[config.mk]
export PLATFORM = sky130hd
export DESIGN_NAME = mpuart_rx
export DESIGN_NICKNAME = d
export VERILOG_FILES = /design/src/rtl/mpuart_pkg.sv /design/src/rtl/mpuart_sampler.sv /design/src/rtl/mpuart_regs.sv /design/src/rtl/mpuart_rx.sv
export SDC_FILE = /design/constraint.sdc
export NUM_CORES = 1
export LEC_CHECK = 0
export BUFFER_PORTS_ARGS = -buffer_cell sky130_fd_sc_hd__buf_2
export CAP_MARGIN = 20
export CORE_UTILIZATION = 45
export CTS_BUF_LIST = sky130_fd_sc_hd__clkbuf_2
export CTS_CLUSTER_SIZE = 28
export DETAILED_ROUTE_END_ITERATION = 8
export GPL_TIMING_DRIVEN = 1
export PLACE_DENSITY = 0.6
export SLEW_MARGIN = 15
export SYNTH_ARGS = -nofsm -noshare
export SYNTH_HDL_FRONTEND = slang
export SYNTH_SLANG_ARGS = --single-unit
[constraint.sdc]
create_clock -name clk -period 1.84 [get_ports clk]
set_clock_uncertainty 0.1 [all_clocks]
set_input_delay 0.276 -clock clk [delete_from_list [all_inputs] [get_ports clk]]
set_output_delay 0.276 -clock clk [all_outputs]
set_load 0.05 [all_outputs]
[src/rtl/mpuart_pkg.sv]
package mpuart_pkg;
  typedef enum logic [2:0] {
    S_IDLE, S_START, S_DATA, S_NINTH, S_STOP, S_HOLD
  } rx_state_t;

  localparam logic [1:0] A_DATA = 2'd0;
  localparam logic [1:0] A_STAT = 2'd1;
  localparam logic [1:0] A_CTRL = 2'd2;

  localparam int ST_DONE = 0;
  localparam int ST_FERR = 1;
  localparam int ST_OVR  = 2;
  localparam int ST_B9   = 3;

  localparam int CT_NINE = 0;
  localparam int CT_FILT = 1;
endpackage

[src/rtl/mpuart_sampler.sv]
module mpuart_sampler
  import mpuart_pkg::*;
#(
  parameter int OSR = 16,
  parameter int DW  = 8
) (
  input  logic          clk,
  input  logic          rst,
  input  logic          rxd,
  input  logic          tick,
  input  logic          nine_bit,
  output logic          frm_vld,
  output logic [DW-1:0] frm_data,
  output logic          frm_b9,
  output logic          frm_stop
);
  localparam int CW = $clog2(OSR);
  localparam int BW = $clog2(DW + 1);
  localparam logic [CW-1:0] MID  = CW'(OSR / 2 - 1);
  localparam logic [CW-1:0] LAST = CW'(OSR - 1);

  rx_state_t     st;
  logic [1:0]    sync;
  logic          rx_s;
  logic [CW-1:0] cnt;
  logic [BW-1:0] nbit;
  logic [DW-1:0] sh;
  logic          b9_r;

  assign rx_s = sync[1];

  always_ff @(posedge clk) begin
    if (rst) begin
      sync     <= 2'b11;
      st       <= S_IDLE;
      cnt      <= '0;
      nbit     <= '0;
      sh       <= '0;
      b9_r     <= 1'b0;
      frm_vld  <= 1'b0;
      frm_data <= '0;
      frm_b9   <= 1'b0;
      frm_stop <= 1'b0;
    end else begin
      sync    <= {sync[0], rxd};
      frm_vld <= 1'b0;
      case (st)
        S_IDLE: if (tick && !rx_s) begin
          st  <= S_START;
          cnt <= '0;
        end
        S_START: if (tick) begin
          if (cnt == MID) begin
            cnt  <= '0;
            nbit <= '0;
            st   <= rx_s ? S_IDLE : S_DATA;
          end else cnt <= cnt + 1'b1;
        end
        S_DATA: if (tick) begin
          if (cnt == LAST) begin
            cnt  <= '0;
            sh   <= {rx_s, sh[DW-1:1]};
            nbit <= nbit + 1'b1;
            if (nbit == BW'(DW - 1)) st <= nine_bit ? S_NINTH : S_STOP;
          end else cnt <= cnt + 1'b1;
        end
        S_NINTH: if (tick) begin
          if (cnt == LAST) begin
            cnt  <= '0;
            b9_r <= rx_s;
            st   <= S_STOP;
          end else cnt <= cnt + 1'b1;
        end
        S_STOP: if (tick) begin
          if (cnt == LAST) begin
            cnt      <= '0;
            frm_vld  <= 1'b1;
            frm_data <= sh;
            frm_b9   <= nine_bit ? b9_r : 1'b0;
            frm_stop <= rx_s;
            st       <= S_HOLD;
          end else cnt <= cnt + 1'b1;
        end
        S_HOLD: if (rx_s) st <= S_IDLE;
        default: st <= S_IDLE;
      endcase
    end
  end

  // a completed frame is reported for exactly one cycle
  p_pulse_r3: assert property (@(posedge clk) disable iff (rst)
    frm_vld |=> !frm_vld);

  // a receiver sitting idle never reports a frame on the next cycle
  p_idle_r10: assert property (@(posedge clk) disable iff (rst)
    (st == S_IDLE) |=> !frm_vld);
endmodule

[src/rtl/mpuart_regs.sv]
module mpuart_regs
  import mpuart_pkg::*;
#(
  parameter int DW = 8,
  parameter int AW = 2
) (
  input  logic          clk,
  input  logic          rst,
  input  logic          frm_vld,
  input  logic [DW-1:0] frm_data,
  input  logic          frm_b9,
  input  logic          frm_stop,
  input  logic [AW-1:0] reg_addr,
  input  logic          reg_wr,
  input  logic          reg_rd,
  input  logic [DW-1:0] reg_wdata,
  output logic [DW-1:0] reg_rdata,
  output logic [DW-1:0] tx_hold,
  output logic          nine_bit
);
  logic [DW-1:0] rx_data;
  logic done, ferr, ovr, b9, filt;
  logic is_addr, accept, rd_data;
  logic [DW-1:0] stat_w, ctrl_w;

  assign is_addr = nine_bit ? frm_b9 : frm_stop;
  assign accept  = frm_vld && (is_addr || !filt);
  assign rd_data = reg_rd && (reg_addr == AW'(A_DATA));

  always_comb begin
    stat_w = '0;
    stat_w[ST_DONE] = done;
    stat_w[ST_FERR] = ferr;
    stat_w[ST_OVR]  = ovr;
    stat_w[ST_B9]   = b9;
    ctrl_w = '0;
    ctrl_w[CT_NINE] = nine_bit;
    ctrl_w[CT_FILT] = filt;
  end

  always_ff @(posedge clk) begin
    if (rst) begin
      rx_data   <= '0;
      tx_hold   <= '0;
      done      <= 1'b0;
      ferr      <= 1'b0;
      ovr       <= 1'b0;
      b9        <= 1'b0;
      filt      <= 1'b0;
      nine_bit  <= 1'b0;
      reg_rdata <= '0;
    end else begin
      if (reg_wr) begin
        if (reg_addr == AW'(A_DATA)) tx_hold <= reg_wdata;
        if (reg_addr == AW'(A_CTRL)) begin
          nine_bit <= reg_wdata[CT_NINE];
          filt     <= reg_wdata[CT_FILT];
        end
      end
      if (accept) begin
        rx_data <= frm_data;
        b9      <= frm_b9;
        ferr    <= !frm_stop;
        ovr     <= done;
        done    <= 1'b1;
      end else if (rd_data) begin
        done <= 1'b0;
      end
      if (reg_rd) begin
        case (reg_addr)
          AW'(A_DATA): reg_rdata <= rx_data;
          AW'(A_STAT): reg_rdata <= stat_w;
          AW'(A_CTRL): reg_rdata <= ctrl_w;
          default:     reg_rdata <= '0;
        endcase
      end
    end
  end

  // a filtered data frame leaves byte and flags untouched
  p_drop_r4: assert property (@(posedge clk) disable iff (rst)
    (frm_vld && filt && !is_addr && !rd_data) |=>
      ($stable(rx_data) && $stable(done) && $stable(ferr)));

  // an accepted frame lands in the receive register with complete set
  p_accept_r3: assert property (@(posedge clk) disable iff (rst)
    accept |=> (done && rx_data == $past(frm_data)));

  // reading the byte clears receive complete
  p_clear_r8: assert property (@(posedge clk) disable iff (rst)
    (rd_data && !accept) |=> !done);

  // overrun follows a frame accepted on top of an unread one
  p_ovr_r9: assert property (@(posedge clk) disable iff (rst)
    (accept && done) |=> ovr);

  // a data write reaches the transmit holding output
  p_tx_r2: assert property (@(posedge clk) disable iff (rst)
    (reg_wr && reg_addr == AW'(A_DATA)) |=> tx_hold == $past(reg_wdata));
endmodule

[src/rtl/mpuart_rx.sv]
module mpuart_rx #(
  parameter int OSR = 16,
  parameter int DW  = 8,
  parameter int AW  = 2
) (
  input  logic          clk,
  input  logic          rst,
  input  logic          rxd,
  input  logic          baud_tick,
  input  logic [AW-1:0] reg_addr,
  input  logic          reg_wr,
  input  logic          reg_rd,
  input  logic [DW-1:0] reg_wdata,
  output logic [DW-1:0] reg_rdata,
  output logic [DW-1:0] tx_hold
);
  logic          frm_vld, frm_b9, frm_stop, nine_bit;
  logic [DW-1:0] frm_data;

  mpuart_sampler #(.OSR(OSR), .DW(DW)) u_smp (
    .clk(clk), .rst(rst), .rxd(rxd), .tick(baud_tick), .nine_bit(nine_bit),
    .frm_vld(frm_vld), .frm_data(frm_data), .frm_b9(frm_b9), .frm_stop(frm_stop)
  );

  mpuart_regs #(.DW(DW), .AW(AW)) u_regs (
    .clk(clk), .rst(rst), .frm_vld(frm_vld), .frm_data(frm_data),
    .frm_b9(frm_b9), .frm_stop(frm_stop), .reg_addr(reg_addr),
    .reg_wr(reg_wr), .reg_rd(reg_rd), .reg_wdata(reg_wdata),
    .reg_rdata(reg_rdata), .tx_hold(tx_hold), .nine_bit(nine_bit)
  );
endmodule

==> results.py <==
metrics = {
    "status": {
        "outcome": "completed",
    },
    "die": {
        "die_w_um": 79.7,
        "core_um2": 5680,
        "num_rows": 27,
        "start_util_pct": 47.9,
        "io_pins": 32,
        "die_y_um": 79.7,
        "die_area_um2": 6350,
    },
    "worst_setup_path": {
        "cp-start-kind": "register",
        "endpoint": "u_smp.st[2]",
        "critPathKind": "reg -> reg",
        "crit_path_start": "u_smp.nbit[1]",
        "r2r-start": "u_smp.nbit[1]",
        "worstPathArrival_ns": 2.07,
        "r2r_cells": 6,
        "regToRegSetupSlack_ns": 0.09,
        "r2r_end": "u_smp.st[2]",
        "cp.required_ns": 2.15,
        "cp-end-kind": "register",
        "worstPathMaxFanout": 4,
    },
    "clock_network": {
        "root_buffer": "clkbuf_2",
        "clockBufferDepth": 2,
        "htreeDepth": 3,
        "clk_pin_slew_ns": 0.19,
        "clk_latency_ns": 0.49,
        "clock_sinks": 63,
        "cts_tree": "built",
        "numCtsBuffers": 9,
    },
    "power": {
        "power.density_nw_per_um2": 728,
        "leakage_nw": 1.24,
        "intPower_mw": 1.76,
        "p_switching_uw": 633,
        "power_frac_seq_pct": 58.1,
        "p_sw_share_pct": 26.4,
        "ir_drop_uv": 379,
        "pwr-share-comb_pct": 7.5,
        "clockPowerShare_pct": 34.4,
    },
    "yosys": {
        "synth_top_family_by_area": "simple AND/OR/NAND/NOR gates",
        "synth_fa_ha_area_share_pct": 0.921,
        "syn_area_um2": 2720,
        "dominantRegCellSynth": "dfxtp_1",
        "synthMuxAreaShare_pct": 13.3,
        "yosys_warnings": 0,
        "synth_cell_types": 49,
        "synthCells": 304,
        "yosys.area_share.simple_pct": 23.4,
        "synthXorXnorAreaFrac_pct": 0.921,
        "async_flop_share_pct": 0,
        "synth_edf_count": 0,
        "synth-seq-cells": 63,
        "synth_fp_nets": 322,
        "synth_compound_area_share_pct": 11.2,
        "avgSynthCellArea_um2": 8.94,
        "synth-seq-area-share_pct": 46.4,
    },
    "hold_path": {
        "hold_path.class": "in -> reg",
    },
    "cells_and_area": {
        "layout.nets": 378,
        "design_area_um2": 3290,
        "diodes": 0,
        "area_growth_pct": 21.2,
        "multi_input_area_um2": 1360,
        "drive_gt1_share_pct": 23.0,
        "seq_area_um2": 1270,
        "final_common_cell": "dfxtp_1",
        "final_cell_mix": "dfxtp_1, nor2_1, mux2i_1",
        "nFillCells": 524,
    },
    "drt": {
        "via_per_inst": 5.16,
        "drcViolationCount": 0,
        "drt_iter0_drc": 100,
        "drtAntennaViolNets": 0,
        "wl_met2_um": 2340,
        "dr.pass1.iters": 4,
        "wl_per_cell_um": 13.0,
        "top_layer": "met4",
        "via_count": 2254,
        "wl_met3_um": 237,
        "wl_met1_um": 2980,
        "wl_um": 5660,
    },
    "global_routing": {
        "antenna_found_initial": 0,
        "grt_pass1_vias": 1951,
        "overflow": 0,
        "grt_usage_pct": 18.8,
        "grt_max_degree": 48,
        "grt_pass1_wl_um": 9160,
    },
    "sta": {
        "finalMaxSlewViolations": 0,
        "layout_min_cycle_time_ns": 1.75,
        "clock.fmax_ghz": 0.570,
        "holdWs_ns": 0.0471,
        "worstMarginPinSlew_ns": 0.435,
        "rsz0062_at_grt": "no",
        "finalCritPeriodShare_pct": 95.3,
        "slew_headroom_pct": 71.0,
        "finalHoldViolCount": 0,
        "finalSetupViolCount": 0,
        "setup_tns_ns": 0,
    },
    "placement": {
        "place.gp.congestion": 0.787,
        "hpwl_um": 3860,
        "place_area_um2": 3060,
        "port-buffer-count": 31,
    },
    "job": {
        "drv_cap": 0,
    },
}
==> layer usage <==
layer,up-vias,GRT usage (%)
li1,1174,-
met4,0,9.64
met5,-,0
met2,51,27.2
met1,1020,25.8
met3,9,4.46
==> kinds of logic after synthesis <==
group           Yosys count
xor+xnor                  2
simple gates            131
buf+inv                  21
mux                      36
fa+ha+maj                 2
flops                    63
compound gates           49
==> power groups by stage <==
stage	sequential (mW)	combinational (mW)	clock (mW)
finish	1.39	0.179	0.824
CTS	1.39	0.179	0.846
global placement	1.42	0.162	0
floorplan	1.44	0.0823	0
detailed placement	1.42	0.162	0
global route	1.40	0.196	0.918
==> timing repair <==
action / in CTS / in global routing
endpoints found under the setup margin: 0 / 17
resized for setup: 0 / 8
hold buffers: 10 / 0
setup buffers: 0 / 1
endpoints found under the hold margin: 11 / 0
==> final cells by class <==
class                      count  share of cell area [%]
clock inverter                 6                    1.86
clock buffer                  10                    1.52
multi-input combinational    220                    41.4
sequential                    63                    38.5
timing repair buffer          61                    13.5
inverter                       5                   0.570
tap                           72                    2.74
==> stage by stage <==
stage,setup slack (ns),utilization (%),power (mW),cells
global route,0.00202,58.0,2.51,437
detailed placement,0.0828,53.9,1.58,410
CTS,0.0443,57.6,2.42,436
finish,0.0856,58.0,2.40,437
global placement,0.118,53.9,1.58,410
floorplan,0.168,-,1.53,304
==> synth_stat cells (3+ instances only) <==
library cell | instances | area share, %
a211oi_1 | 3 | 0.83
a21oi_1 | 26 | 4.8
and3_1 | 3 | 0.69
clkbuf_1 | 8 | 1.1
dfxtp_1 | 63 | 46
inv_1 | 5 | 0.69
mux2i_1 | 36 | 13
nand2_1 | 31 | 4.3
nand2b_1 | 6 | 1.4
nand3_1 | 18 | 3.3
nand3b_1 | 3 | 0.83
nor2_1 | 43 | 5.9
nor2b_1 | 4 | 0.92
nor3_1 | 6 | 1.1
o21ai_0 | 3 | 0.55
or2_2 | 3 | 0.69
==> worst min path at each step <==
| stage | endpoint | depth (start not counted) | from |
|---|---|---|---|
| 2_1_floorplan | u_smp.sync[0] | 1 | rxd |
| 3_3_place_gp | u_smp.sync[1] | 1 | u_smp.sync[0] |
| 3_5_place_dp | u_smp.sync[1] | 1 | u_smp.sync[0] |
| 4_1_cts | u_regs.reg_rdata[6] | 3 | reg_rd |
| 5_1_grt | u_regs.reg_rdata[6] | 3 | reg_rd |
| 6_report | u_regs.reg_rdata[6] | 3 | reg_rd |
==> state kept, by name (all words and copies together) (netlist names) <==
name	flops
u_regs.ferr	1
u_regs.nine_bit	1
u_regs.ovr	1
u_smp.frm_b9	1
u_regs.reg_rdata	8
u_smp.cnt	4
u_regs.rx_data	8
u_smp.sh	8
u_smp.st	3
u_smp.nbit	4
u_regs.filt	1
u_smp.frm_vld	1
u_smp.sync	2
u_regs.done	1
u_regs.b9	1
u_smp.b9_r	1
u_regs.tx_hold	8
u_smp.frm_data	8
u_smp.frm_stop	1
==> critical path, cell delays in order (launching register included) <==
cell      delay [ns]
dfxtp_1         0.41
ha_1            0.20
nand3b_1        0.09
or4b_2          0.63
nand3_1         0.10
a21oi_1         0.05
nor3_1          0.11
No activity file was read; power rests on OpenSTA's default activity.
